**src/rtl/eth_tx_pkg.sv**
```systemverilog
package eth_tx_pkg;

  typedef enum logic [2:0] {
    ST_IDLE,
    ST_PRE,
    ST_DATA,
    ST_PAD,
    ST_FCS
  } txState_t;

  // strobes from control to datapath, one cycle each
  typedef struct packed {
    logic       crcInit;
    logic       sendPre;
    logic       sendSfd;
    logic       sendData;
    logic       sendPad;
    logic       sendFcs;
    logic [1:0] fcsIdx;
  } txStrobe_t;

  function automatic logic [31:0] reflect32(input logic [31:0] v);
    logic [31:0] r;
    for (int i = 0; i < 32; i++) r[i] = v[31-i];
    return r;
  endfunction

  // one byte through an LSB-first CRC register
  function automatic logic [31:0] crcStep(input logic [31:0] c,
                                          input logic [7:0]  d,
                                          input logic [31:0] polyRef);
    logic [31:0] x;
    x = c ^ {24'd0, d};
    for (int b = 0; b < 8; b++) x = x[0] ? ((x >> 1) ^ polyRef) : (x >> 1);
    return x;
  endfunction

endpackage

```
**src/rtl/eth_tx_ctrl.sv**
```systemverilog
module eth_tx_ctrl
  import eth_tx_pkg::*;
#(
  parameter int PRE_LEN  = 7,
  parameter int MIN_DATA = 46
) (
  input  logic      clk,
  input  logic      rstN,
  input  logic      inValid,
  input  logic      inLast,
  output logic      inReady,
  input  logic      cfgPreOff,
  input  logic      cfgPadOn,
  input  logic      cfgCrcOff,
  input  logic      noCrcPin,
  output txStrobe_t stb
);

  localparam int FCS_LEN = 4;
  localparam int W_DATA  = $clog2(MIN_DATA + 1);
  localparam int W_PRE   = $clog2(PRE_LEN + 1);
  localparam int W_A     = (W_DATA > W_PRE) ? W_DATA : W_PRE;
  localparam int CW      = (W_A > 2) ? W_A : 2;
  localparam logic [CW-1:0] PRE_C  = CW'(PRE_LEN);
  localparam logic [CW-1:0] MIN_C  = CW'(MIN_DATA);
  localparam logic [CW-1:0] PADE_C = CW'(MIN_DATA - 1);
  localparam logic [CW-1:0] FCSE_C = CW'(FCS_LEN - 1);

  txState_t      state, stateNxt;
  logic [CW-1:0] cnt, cntNxt, cntInc;
  logic          padOnL, crcOnL, latchCfg;

  assign cntInc = cnt + 1'b1;

  always_comb begin
    stateNxt = state;
    cntNxt   = cnt;
    stb      = '0;
    inReady  = 1'b0;
    latchCfg = 1'b0;
    case (state)
      ST_IDLE: begin
        if (inValid) begin
          latchCfg    = 1'b1;
          stb.crcInit = 1'b1;
          cntNxt      = '0;
          stateNxt    = cfgPreOff ? ST_DATA : ST_PRE;
        end
      end
      ST_PRE: begin
        if (cnt == PRE_C) begin
          stb.sendSfd = 1'b1;
          cntNxt      = '0;
          stateNxt    = ST_DATA;
        end else begin
          stb.sendPre = 1'b1;
          cntNxt      = cntInc;
        end
      end
      ST_DATA: begin
        inReady = 1'b1;
        if (inValid) begin
          stb.sendData = 1'b1;
          cntNxt       = (cnt == MIN_C) ? cnt : cntInc;
          if (inLast) begin
            if (padOnL && (cntNxt < MIN_C)) begin
              stateNxt = ST_PAD;
            end else if (crcOnL) begin
              cntNxt   = '0;
              stateNxt = ST_FCS;
            end else begin
              stateNxt = ST_IDLE;
            end
          end
        end
      end
      ST_PAD: begin
        stb.sendPad = 1'b1;
        if (cnt == PADE_C) begin
          cntNxt   = '0;
          stateNxt = crcOnL ? ST_FCS : ST_IDLE;
        end else begin
          cntNxt = cntInc;
        end
      end
      ST_FCS: begin
        stb.sendFcs = 1'b1;
        stb.fcsIdx  = cnt[1:0];
        if (cnt == FCSE_C) stateNxt = ST_IDLE;
        else               cntNxt   = cntInc;
      end
      default: stateNxt = ST_IDLE;
    endcase
  end

  always_ff @(posedge clk) begin
    if (!rstN) begin
      state  <= ST_IDLE;
      cnt    <= '0;
      padOnL <= 1'b0;
      crcOnL <= 1'b0;
    end else begin
      state <= stateNxt;
      cnt   <= cntNxt;
      if (latchCfg) begin
        padOnL <= cfgPadOn;
        crcOnL <= !(cfgCrcOff || noCrcPin);
      end
    end
  end

endmodule

```
**src/rtl/eth_tx_dpath.sv**
```systemverilog
module eth_tx_dpath
  import eth_tx_pkg::*;
#(
  parameter logic [31:0] POLY = 32'h04C11DB7
) (
  input  logic      clk,
  input  logic      rstN,
  input  txStrobe_t stb,
  input  logic [7:0] inData,
  output logic [7:0] outData,
  output logic      outEn
);

  localparam logic [31:0] POLY_REF = reflect32(POLY);
  localparam logic [7:0]  PRE_BYTE = 8'h55;
  localparam logic [7:0]  SFD_BYTE = 8'hD5;

  logic [31:0] crcReg, fcsWord;
  logic [7:0]  byteNxt;
  logic        enNxt;

  assign fcsWord = ~crcReg;
  assign enNxt   = stb.sendPre | stb.sendSfd | stb.sendData | stb.sendPad | stb.sendFcs;

  always_comb begin
    byteNxt = 8'h00;
    if (stb.sendPre)       byteNxt = PRE_BYTE;
    else if (stb.sendSfd)  byteNxt = SFD_BYTE;
    else if (stb.sendData) byteNxt = inData;
    else if (stb.sendFcs)  byteNxt = fcsWord[8*stb.fcsIdx +: 8];
  end

  always_ff @(posedge clk) begin
    if (!rstN) begin
      crcReg  <= '1;
      outData <= 8'h00;
      outEn   <= 1'b0;
    end else begin
      outData <= byteNxt;
      outEn   <= enNxt;
      if (stb.crcInit)       crcReg <= '1;
      else if (stb.sendData) crcReg <= crcStep(crcReg, inData, POLY_REF);
      else if (stb.sendPad)  crcReg <= crcStep(crcReg, 8'h00, POLY_REF);
    end
  end

endmodule

```
**src/rtl/eth_tx_framer.sv**
```systemverilog
module eth_tx_framer
  import eth_tx_pkg::*;
#(
  parameter int          PRE_LEN  = 7,
  parameter int          MIN_DATA = 46,
  parameter logic [31:0] POLY     = 32'h04C11DB7
) (
  input  logic       clk,
  input  logic       rstN,
  input  logic       inValid,
  input  logic [7:0] inData,
  input  logic       inLast,
  output logic       inReady,
  input  logic       cfgPreOff,
  input  logic       cfgPadOn,
  input  logic       cfgCrcOff,
  input  logic       noCrcPin,
  output logic [7:0] outData,
  output logic       outEn
);

  txStrobe_t stb;

  eth_tx_ctrl #(.PRE_LEN(PRE_LEN), .MIN_DATA(MIN_DATA)) ctrl (
    .clk(clk), .rstN(rstN), .inValid(inValid), .inLast(inLast), .inReady(inReady),
    .cfgPreOff(cfgPreOff), .cfgPadOn(cfgPadOn), .cfgCrcOff(cfgCrcOff),
    .noCrcPin(noCrcPin), .stb(stb)
  );

  eth_tx_dpath #(.POLY(POLY)) dpath (
    .clk(clk), .rstN(rstN), .stb(stb), .inData(inData),
    .outData(outData), .outEn(outEn)
  );

endmodule

```
**config.mk**
```make
export PLATFORM = sky130hd
export DESIGN_NAME = eth_tx_framer
export DESIGN_NICKNAME = d
export VERILOG_FILES = /design/src/rtl/eth_tx_pkg.sv /design/src/rtl/eth_tx_ctrl.sv /design/src/rtl/eth_tx_dpath.sv /design/src/rtl/eth_tx_framer.sv
export SDC_FILE = /design/constraint.sdc
export NUM_CORES = 1
export LEC_CHECK = 0
export ABC_AREA = 0
export BUFFER_PORTS_ARGS = -buffer_cell sky130_fd_sc_hd__buf_4
export CAP_MARGIN = 10
export CELL_PAD_IN_SITES_DETAIL_PLACEMENT = 0
export CELL_PAD_IN_SITES_GLOBAL_PLACEMENT = 1
export CORE_MARGIN = 5
export CORE_UTILIZATION = 51
export CTS_CLUSTER_SIZE = 25
export DETAILED_ROUTE_END_ITERATION = 16
export HOLD_SLACK_MARGIN = 0.02
export PLACE_DENSITY = 0.95
export SYNTH_ARGS = -nofsm -noshare
export SYNTH_HDL_FRONTEND = slang
export SYNTH_HIERARCHICAL = 1
export SYNTH_SLANG_ARGS = --single-unit
```
**constraint.sdc**
```tcl
create_clock -name clk -period 3.7 [get_ports clk]
set_input_delay 0.555 -clock clk [delete_from_list [all_inputs] [get_ports clk]]
set_output_delay 0.555 -clock clk [all_outputs]
set_load 0.02 [all_outputs]
```
==> flow_summary.toml, run 1 <==
[outcome]
outcome = "complete, no violations"

[power]
p_total_mw = 1.82
ir_drop_mv = 0.162
seqPwrFrac = 0.366
power.share.clock = 0.193
p_switching_mw = 0.702
power_density_mw_per_mm2 = 390
netSwitchingFraction = 0.386
comb_power_share = 0.442
internal-power_mw = 1.12
p_leak_nw = 1.57

[sta]
skew_ps = 15.8
period_needed_ps = 2580
holdWs_ps = 487
finalHoldViolations = 0
setup_ws_ps = 1120
rsz0062_at_grt = "false"
clock.fmax_mhz = 387
setup_viol = 0
min_period_over_period = 0.698
relSlewSlack = 0.250
setup_tns_ps = 0
worst_slew_pin_slew_ps = 1120
slew_violations = 0

[grt]
grt_pass1_vias = 3582
grt_pass1_wl_um = 18400
antenna_found_initial = 0
grt_max_degree = 43
grt-ovfl-total = 0
globalRouteTotalUtil = 0.220

[clocking]
cts_made_buffers = 5
clockBufferDepth = 2
htreeDepth = 2
clkSinkCount = 52
clockRootBuffer = "clkbuf_8"
cts_tree = "done"
insertion_delay_ps = 310
cts_resized = 0
holdBufCountCts = 0
cts_setup_buffers = 0
clk_pin_slew_ps = 90

[die]
die_h_um = 103
initial_utilization = 0.517
design.core.area_mm2 = 0.00859
die_area_mm2 = 0.0107
rows = 34
die_x_um = 103
pin_count = 26

[final_layout]
area_delta_synth_final_pct = 4.98
stdcell_area_mm2 = 0.00467
drive_above_1_share = 0.140
nets = 525
final_util = 0.543
final.fill_count = 820
diodes = 0
final_cell_count_no_fill = 614

[route]
drt_iter0_markers = 238
drc_errors = 0
via_per_inst = 5.94
drt-total-wl_um = 11200
vias = 3647
post_drt_wl_per_cell_um = 18.3
dr.pass1.iters = 6
ant_nets = 0

[place]
port_buffers = 25
dpl.hpwl_um = 8270
routabilityCongestion = 0.940
place_area_mm2 = 0.00457
detailedPlace.worstSlack_ps = 1130
dpl.cell_count = 607

[yosys]
synth.yosys.seq_area_share = 0.234
syn-num-nets = 529
synth-edff-count = 0
ys_ff_latch = 52
ys.flop_type = "dfxtp_1"
avgSynthCellArea_um2 = 8.71
syn-cell-area_mm2 = 0.00444
yosysWarnings = 6
syn_inst = 510
async_flop_share = 0
post_synth_num_cell_types = 57

[critical_path]
start_kind = "register"
end_kind = "register"
crit_required_ps = 3900
critical_path_class = "reg -> reg"
reg2reg_from = "ctrl/state[1]"
crit_fanout = 29
startpoint = "ctrl/state[1]"
cp.arrival_ps = 2780

[min_path]
timing.hold.worst.start = "cfgPadOn"
min_path_type = "in -> reg"

[job]
max-cap-violations = 0
## critical path: stages, from the launching register on
cell and delay, ps:
dfxtp_1 570, inv_1 120, nor3_1 400, and2_2 560, nand2b_1 210, nor2_1 60
a211oi_1 210, a31oi_1 60, a211o_1 260
## layout by cell type, fill, tap and decap left out, types with 6 or more instances in the layout
cell type  instances
nand2_1           39
nor2b_1           11
xnor2_2            8
buf_4             31
inv_1              6
xnor2_1           90
a21oi_1           30
mux2i_1           11
nand2b_1          11
a211oi_1          13
clkbuf_8           6
xor2_1            34
nand3_1           14
o21ai_0           19
dfxtp_1           52
nor2_1            29
a22oi_1            8
mux4_2             8
o211ai_1          12
nor3_1             6
## cell usage after synthesis (2+ instances only)
library cell,n,area share
nor2_1,29,0.024
a211oi_1,13,0.022
xnor2_1,90,0.18
nor2b_1,11,0.015
buf_6,6,0.015
nand2_1,39,0.033
xnor2_2,8,0.029
ha_1,3,0.0084
a21bo_2,2,0.0045
o21a_1,3,0.0051
buf_2,11,0.012
and2_1,6,0.0084
o21ai_0,19,0.021
mux2i_1,11,0.025
mux4_2,8,0.041
o2111ai_1,2,0.0039
nand2b_1,11,0.015
clkbuf_1,13,0.011
nor3_1,6,0.0068
a31oi_1,5,0.0070
a22oi_1,8,0.014
a21oi_1,30,0.034
o311ai_0,2,0.0039
inv_1,6,0.0051
dfxtp_1,52,0.23
o21ai_1,3,0.0034
and4b_1,2,0.0045
and3_1,3,0.0042
o211ai_1,12,0.020
o31ai_1,3,0.0051
a21boi_0,5,0.0084
xnor2_4,4,0.025
xor2_1,34,0.067
nor3b_1,2,0.0034
buf_1,6,0.0051
buf_4,6,0.010
a211o_1,3,0.0059
nand3_1,14,0.016
## state kept, by name, summed over array words and instances (netlist names)
signal,count
dpath/outData,8
dpath/crcReg,32
dpath/outEn,1
ctrl/cnt,6
ctrl/crcOnL,1
ctrl/state,3
ctrl/padOnL,1
## logic make-up (layout without fill, tap and decap cells)
kind of cell	count (synthesis)	in the layout	share of synthesized area
xor gates and xnor gates	137	137	0.305
AOI/OAI and AO/OA	115	115	0.169
adders and majority gates	3	3	0.00845
buffers and inverters	48	44	0.0588
DFF	52	52	0.234
and+or+nand+nor	135	135	0.157
muxes	20	20	0.0678
## final timing paths
check | to | cells past startpoint | slack (ps)
setup / recovery | dpath/crcReg[7] | 8 | 1120
setup reg to reg | dpath/crcReg[7] | 8 | 1120
hold / removal | ctrl/padOnL | 3 | 490
hold reg to reg | dpath/crcReg[22] | 1 | 540
## layout make-up
type	instances	area [um2]	share of cell area
clock buffer	6	82.6	0.0177
clock inverter	1	8.76	0.00188
inverter	6	22.5	0.00483
multi-input combinational	410	3140	0.674
sequential	52	1040	0.223
tap	108	135	0.0290
timing repair buffer	31	233	0.0499
## routing by layer
| metal | GRT usage | share of wire | up-vias |
|---|---|---|---|
| met5 | 0 | 0 | - |
| met4 | 0.0857 | 0.029 | 0 |
| met3 | 0.0369 | 0.061 | 27 |
| met2 | 0.376 | 0.50 | 121 |
| met1 | 0.276 | 0.42 | 1747 |
| li1 | - | - | 1752 |
## power groups by stage
stage	registers (mW)	clock network, mW	logic (mW)
global placement	0.676	0	0.778
finish	0.665	0.350	0.803
floorplan	0.642	0	0.674
CTS	0.664	0.358	0.797
detailed placement	0.677	0	0.791
global route	0.670	0.383	0.874
(Power assumes the default switching activity.)
==> run 2, diff against run 1 <==
Settings changed: CORE_UTILIZATION 51 to 48, PLACE_DENSITY 0.95 to 0.91.
Clock period 3.7 ns to 2.65 ns, I/O delays scaled along.
==> run 2 against run 1 <==
Effect of this change:
- via count grew 0.44%
- largest power group unchanged
- design area grew 2.1%
- critical path depth shrank 2
- die area grew 5.6%
- global-route usage shrank 1.9 points
- cell count grew 2.3%
==> flow_summary.toml, run 2 (synthesis gave the netlist of run 1 again) <==
[place]
routabilityCongestion = 0.941
dpl.hpwl_um = 8500
port_buffers = 25
place_area_mm2 = 0.00467

[sta]
clock.fmax_mhz = 422
rsz0062_at_grt = "false"
setup_viol = 0
skew_ps = 10.9
worst_slew_pin_slew_ps = 969
setup_tns_ps = 0
relSlewSlack = 0.352
slew_violations = 0
min_period_over_period = 0.894
period_needed_ps = 2370
finalHoldViolations = 0

[final_layout]
diodes = 0
largest_register = "dpath/crcReg"
final_cell_mix = "xnor2_1 (90), dfxtp_1 (52), buf_4 (40), nand2_1 (39), xor2_1 (34)"
final_util = 0.520
multi_input_area_mm2 = 0.00314
stdcell_area_mm2 = 0.00476
seq_area_mm2 = 0.00104
largest_reg_flops = 32
nets = 535
final.fill_count = 859
area_delta_synth_final_pct = 7.15
top_regs = "dpath/crcReg x32, dpath/outData x8, ctrl/cnt x6"
final_common_cell = "xnor2_1"
drive_above_1_share = 0.159

[die]
rows = 35
die_area_mm2 = 0.0113
design.core.area_mm2 = 0.00915
die_h_um = 106
initial_utilization = 0.486
die_x_um = 106
pin_count = 26

[power]
internal-power_mw = 1.57
ir_drop_mv = 0.215
netSwitchingFraction = 0.391
p_leak_nw = 1.62
power_density_mw_per_mm2 = 540
p_switching_mw = 1.00
comb_power_share = 0.447
power.share.clock = 0.193
p_total_mw = 2.57
seqPwrFrac = 0.360

[grt]
grt-ovfl-total = 0
globalRouteTotalUtil = 0.201
antenna_found_initial = 0
grt_pass1_wl_um = 18300
grt_pass1_vias = 3539
grt_max_degree = 43

[clocking]
cts_setup_buffers = 0
insertion_delay_ps = 310
clockRootBuffer = "clkbuf_8"
cts_made_buffers = 5
clockBufferDepth = 2
clk_pin_slew_ps = 110
clkSinkCount = 52
cts_tree = "done"
cts_resized = 0
htreeDepth = 2
holdBufCountCts = 0

[job]
max-cap-violations = 0

[critical_path]
start_kind = "register"
ff2ff_path_depth = 6
crit_required_ps = 2860
rrSetupSlack_ps = 280
reg2reg_from = "dpath/crcReg[6]"
r2r-end = "dpath/crcReg[22]"
crit_fanout = 8
end_kind = "register"
cp.arrival_ps = 2580
critical_path_class = "reg -> reg"

[min_path]
min_path_type = "in -> reg"
holdPathEnd = "ctrl/padOnL"
min_path_cells = 3
timing.hold.worst.start = "cfgPadOn"

[route]
drc_errors = 0
vias = 3663
drt-total-wl_um = 11300
post_drt_wl_per_cell_um = 17.9
ant_nets = 0
dr.pass1.iters = 6
drt_iter0_markers = 255
via_per_inst = 5.83

[outcome]
outcome = "complete, no violations"
## run 2: worst max-delay path by stage
stage               depth (start not counted)                to             from
floorplan                                   8  dpath/crcReg[16]    ctrl/state[1]
global placement                            6  dpath/crcReg[22]  dpath/crcReg[6]
detailed placement                          6  dpath/crcReg[22]  dpath/crcReg[6]
CTS                                         6  dpath/crcReg[22]  dpath/crcReg[6]
global route                                7   dpath/crcReg[4]    ctrl/state[1]
finish                                      6  dpath/crcReg[22]  dpath/crcReg[6]
## run 2: critical path, stage by stage, from the launching register on
cell and delay (ps):
dfxtp_1 740, xnor2_4 210, xnor2_2 230, xnor2_1 490
mux2_2 260, a21oi_1 70, a211o_1 270
## run 2: through the flow
step                setup WS, ps  hold WS [ps]  cells
global placement             377           522    620
finish                       281           355    628
global route                52.4           364    628
CTS                          302           351    628
floorplan                   26.5           475    510
detailed placement           335           534    620
## run 2: routing by layer
metal,wire (um),vias up,share of wire,global-route usage
met2,5360,133,0.48,0.332
met5,0,-,0,0
met3,720,23,0.064,0.0291
met1,4930,1740,0.44,0.274
li1,-,1767,-,-
met4,259,0,0.023,0.0546
## run 2: power groups by stage
| stage | Combinational (mW) | Clock [mW] | Sequential, mW |
|---|---|---|---|
| floorplan | 0.941 | 0 | 0.896 |
| global placement | 1.12 | 0 | 0.937 |
| detailed placement | 1.14 | 0 | 0.941 |
| CTS | 1.15 | 0.513 | 0.923 |
| global route | 1.25 | 0.534 | 0.933 |
| finish | 1.15 | 0.496 | 0.925 |
## run 2: layout make-up
type                       instances  area share
clock buffer                       5      0.0145
clock inverter                     3     0.00578
inverter                           6     0.00473
multi-input combinational        410       0.660
sequential                        52       0.219
tap                              111      0.0292
timing repair buffer              41      0.0673
==> run 3, diff against run 2 <==
Settings changed: CORE_MARGIN 5 to not set.
==> run 3 against run 2 <==
Effect of this change:
- the run now ends with DRC left
- via count about the same
- wire length increased by 0.34%
- sequential power about the same
- sequential share of layout area decreased by 0.052 points
- design area rose by 0.24%
- cell count decreased by 0.16%
- first-iteration DRC count shrank 9.8%
- non-clock buffer count up 2
- clock power up 3%
- critical path type unchanged
- critical endpoint unchanged
==> flow_summary.toml, run 3 (synthesis gave the netlist of run 1 again) <==
[outcome]
outcome = "complete, but fails checks"
violations = "DRC"

[clocking]
clk_pin_slew_ps = 110
holdBufCountCts = 0
htreeDepth = 2
cts_setup_buffers = 0
clockRootBuffer = "clkbuf_8"
cts_tree = "done"
clkSinkCount = 52
insertion_delay_ps = 320
cts_made_buffers = 5
cts_resized = 0
clockBufferDepth = 2

[sta]
setup_viol = 0
worst_slew_pin_slew_ps = 994
rsz0062_at_grt = "false"
slew_violations = 0
relSlewSlack = 0.335
clock.fmax_mhz = 423
setup_tns_ps = 0
min_period_over_period = 0.893
skew_ps = 9.90
finalHoldViolations = 0
period_needed_ps = 2370

[power]
p_leak_nw = 1.63
ir_drop_mv = 0.270
power_density_mw_per_mm2 = 543

[min_path]
holdPathEnd = "ctrl/padOnL"
timing.hold.worst.start = "cfgPadOn"
min_path_cells = 3
min_path_type = "in -> reg"

[route]
via_per_inst = 5.84
drt_iter0_markers = 230
post_drt_wl_per_cell_um = 18.0
ant_nets = 0
vias = 3661
drt-total-wl_um = 11300
dr.pass1.iters = 11
drc_errors = 4

[final_layout]
drive_above_1_share = 0.162
largest_register = "dpath/crcReg"
final_common_cell = "xnor2_1"
final_cell_mix = "xnor2_1 (90), dfxtp_1 (52), buf_4 (42), nand2_1 (39), xor2_1 (34)"
top_regs = "dpath/crcReg x32, dpath/outData x8, ctrl/cnt x6"
largest_reg_flops = 32
area_delta_synth_final_pct = 7.40
nets = 537
final_util = 0.539
diodes = 0

[critical_path]
start_kind = "register"
crit_required_ps = 2860
r2r-end = "dpath/crcReg[22]"
rrSetupSlack_ps = 280
reg2reg_from = "dpath/crcReg[6]"
cp.arrival_ps = 2580
end_kind = "register"
ff2ff_path_depth = 6
critical_path_class = "reg -> reg"
crit_fanout = 8

[die]
initial_utilization = 0.502
die_area_mm2 = 0.00965
rows = 34
die_x_um = 98.2
pin_count = 26
die_h_um = 98.2
design.core.area_mm2 = 0.00885

[grt]
antenna_found_initial = 0
grt_pass1_wl_um = 18700
grt-ovfl-total = 0
grt_pass1_vias = 3557
globalRouteTotalUtil = 0.245
grt_max_degree = 43

[place]
routabilityCongestion = 0.897
port_buffers = 25
dpl.hpwl_um = 8510

[job]
max-cap-violations = 0
[run 3: area by class of cell]
type | count | area [um2]
Fill cell | 813 | 4080
Multi-Input combinational cell | 410 | 3140
Sequential cell | 52 | 1040
Timing Repair Buffer | 43 | 335
Tap cell | 108 | 135
Clock buffer | 5 | 68.8
Clock inverter | 3 | 27.5
Inverter | 6 | 22.5
[run 3: how the worst max path moves through the flow]
stage                    startpoint          endpoint  slack (ps)  cells after the start
CTS                   ctrl/state[2]  dpath/outData[4]         310                      6
floorplan             ctrl/state[1]  dpath/crcReg[16]          30                      8
detailed placement    ctrl/state[2]  dpath/outData[4]         340                      6
global route          ctrl/state[2]  dpath/outData[0]          70                      6
finish              dpath/crcReg[6]  dpath/crcReg[22]         280                      6
global placement    dpath/crcReg[6]  dpath/crcReg[22]         370                      6
[run 3: through the flow]
stage               hold WS (ps)  area (um2)  instances  setup WS (ps)  total power [mW]
global placement             505        4680        619            372              2.07
floorplan                    475        4440        510           26.5              1.84
global route                 350        4770        627           72.2              2.75
detailed placement           511        4680        619            342              2.09
finish                       331        4770        627            283              2.59
CTS                          325        4770        627            305              2.60
[run 3: routing by layer]
layer	part of all wire	wire, um	up-vias	global-route usage
met5	0	0	-	0
met4	0.028	316	0	0.0838
met3	0.057	647	23	0.0494
met2	0.48	5370	121	0.414
met1	0.44	4970	1747	0.313
li1	-	-	1770	-
[run 3: power by group]
| part | switching, mW | total, mW | internal [mW] |
|---|---|---|---|
| Clock | 0.313 | 0.509 | 0.195 |
| Combinational | 0.618 | 1.16 | 0.542 |
| Sequential | 0.0912 | 0.926 | 0.835 |
| Total | 1.02 | 2.59 | 1.57 |
[run 3: worst max-delay path, cell delays in order (launching register included)]
cell     delay, ps
dfxtp_1        720
xnor2_4        210
xnor2_2        240
xnor2_1        490
mux2_2         270
a21oi_1         70
a211o_1        260
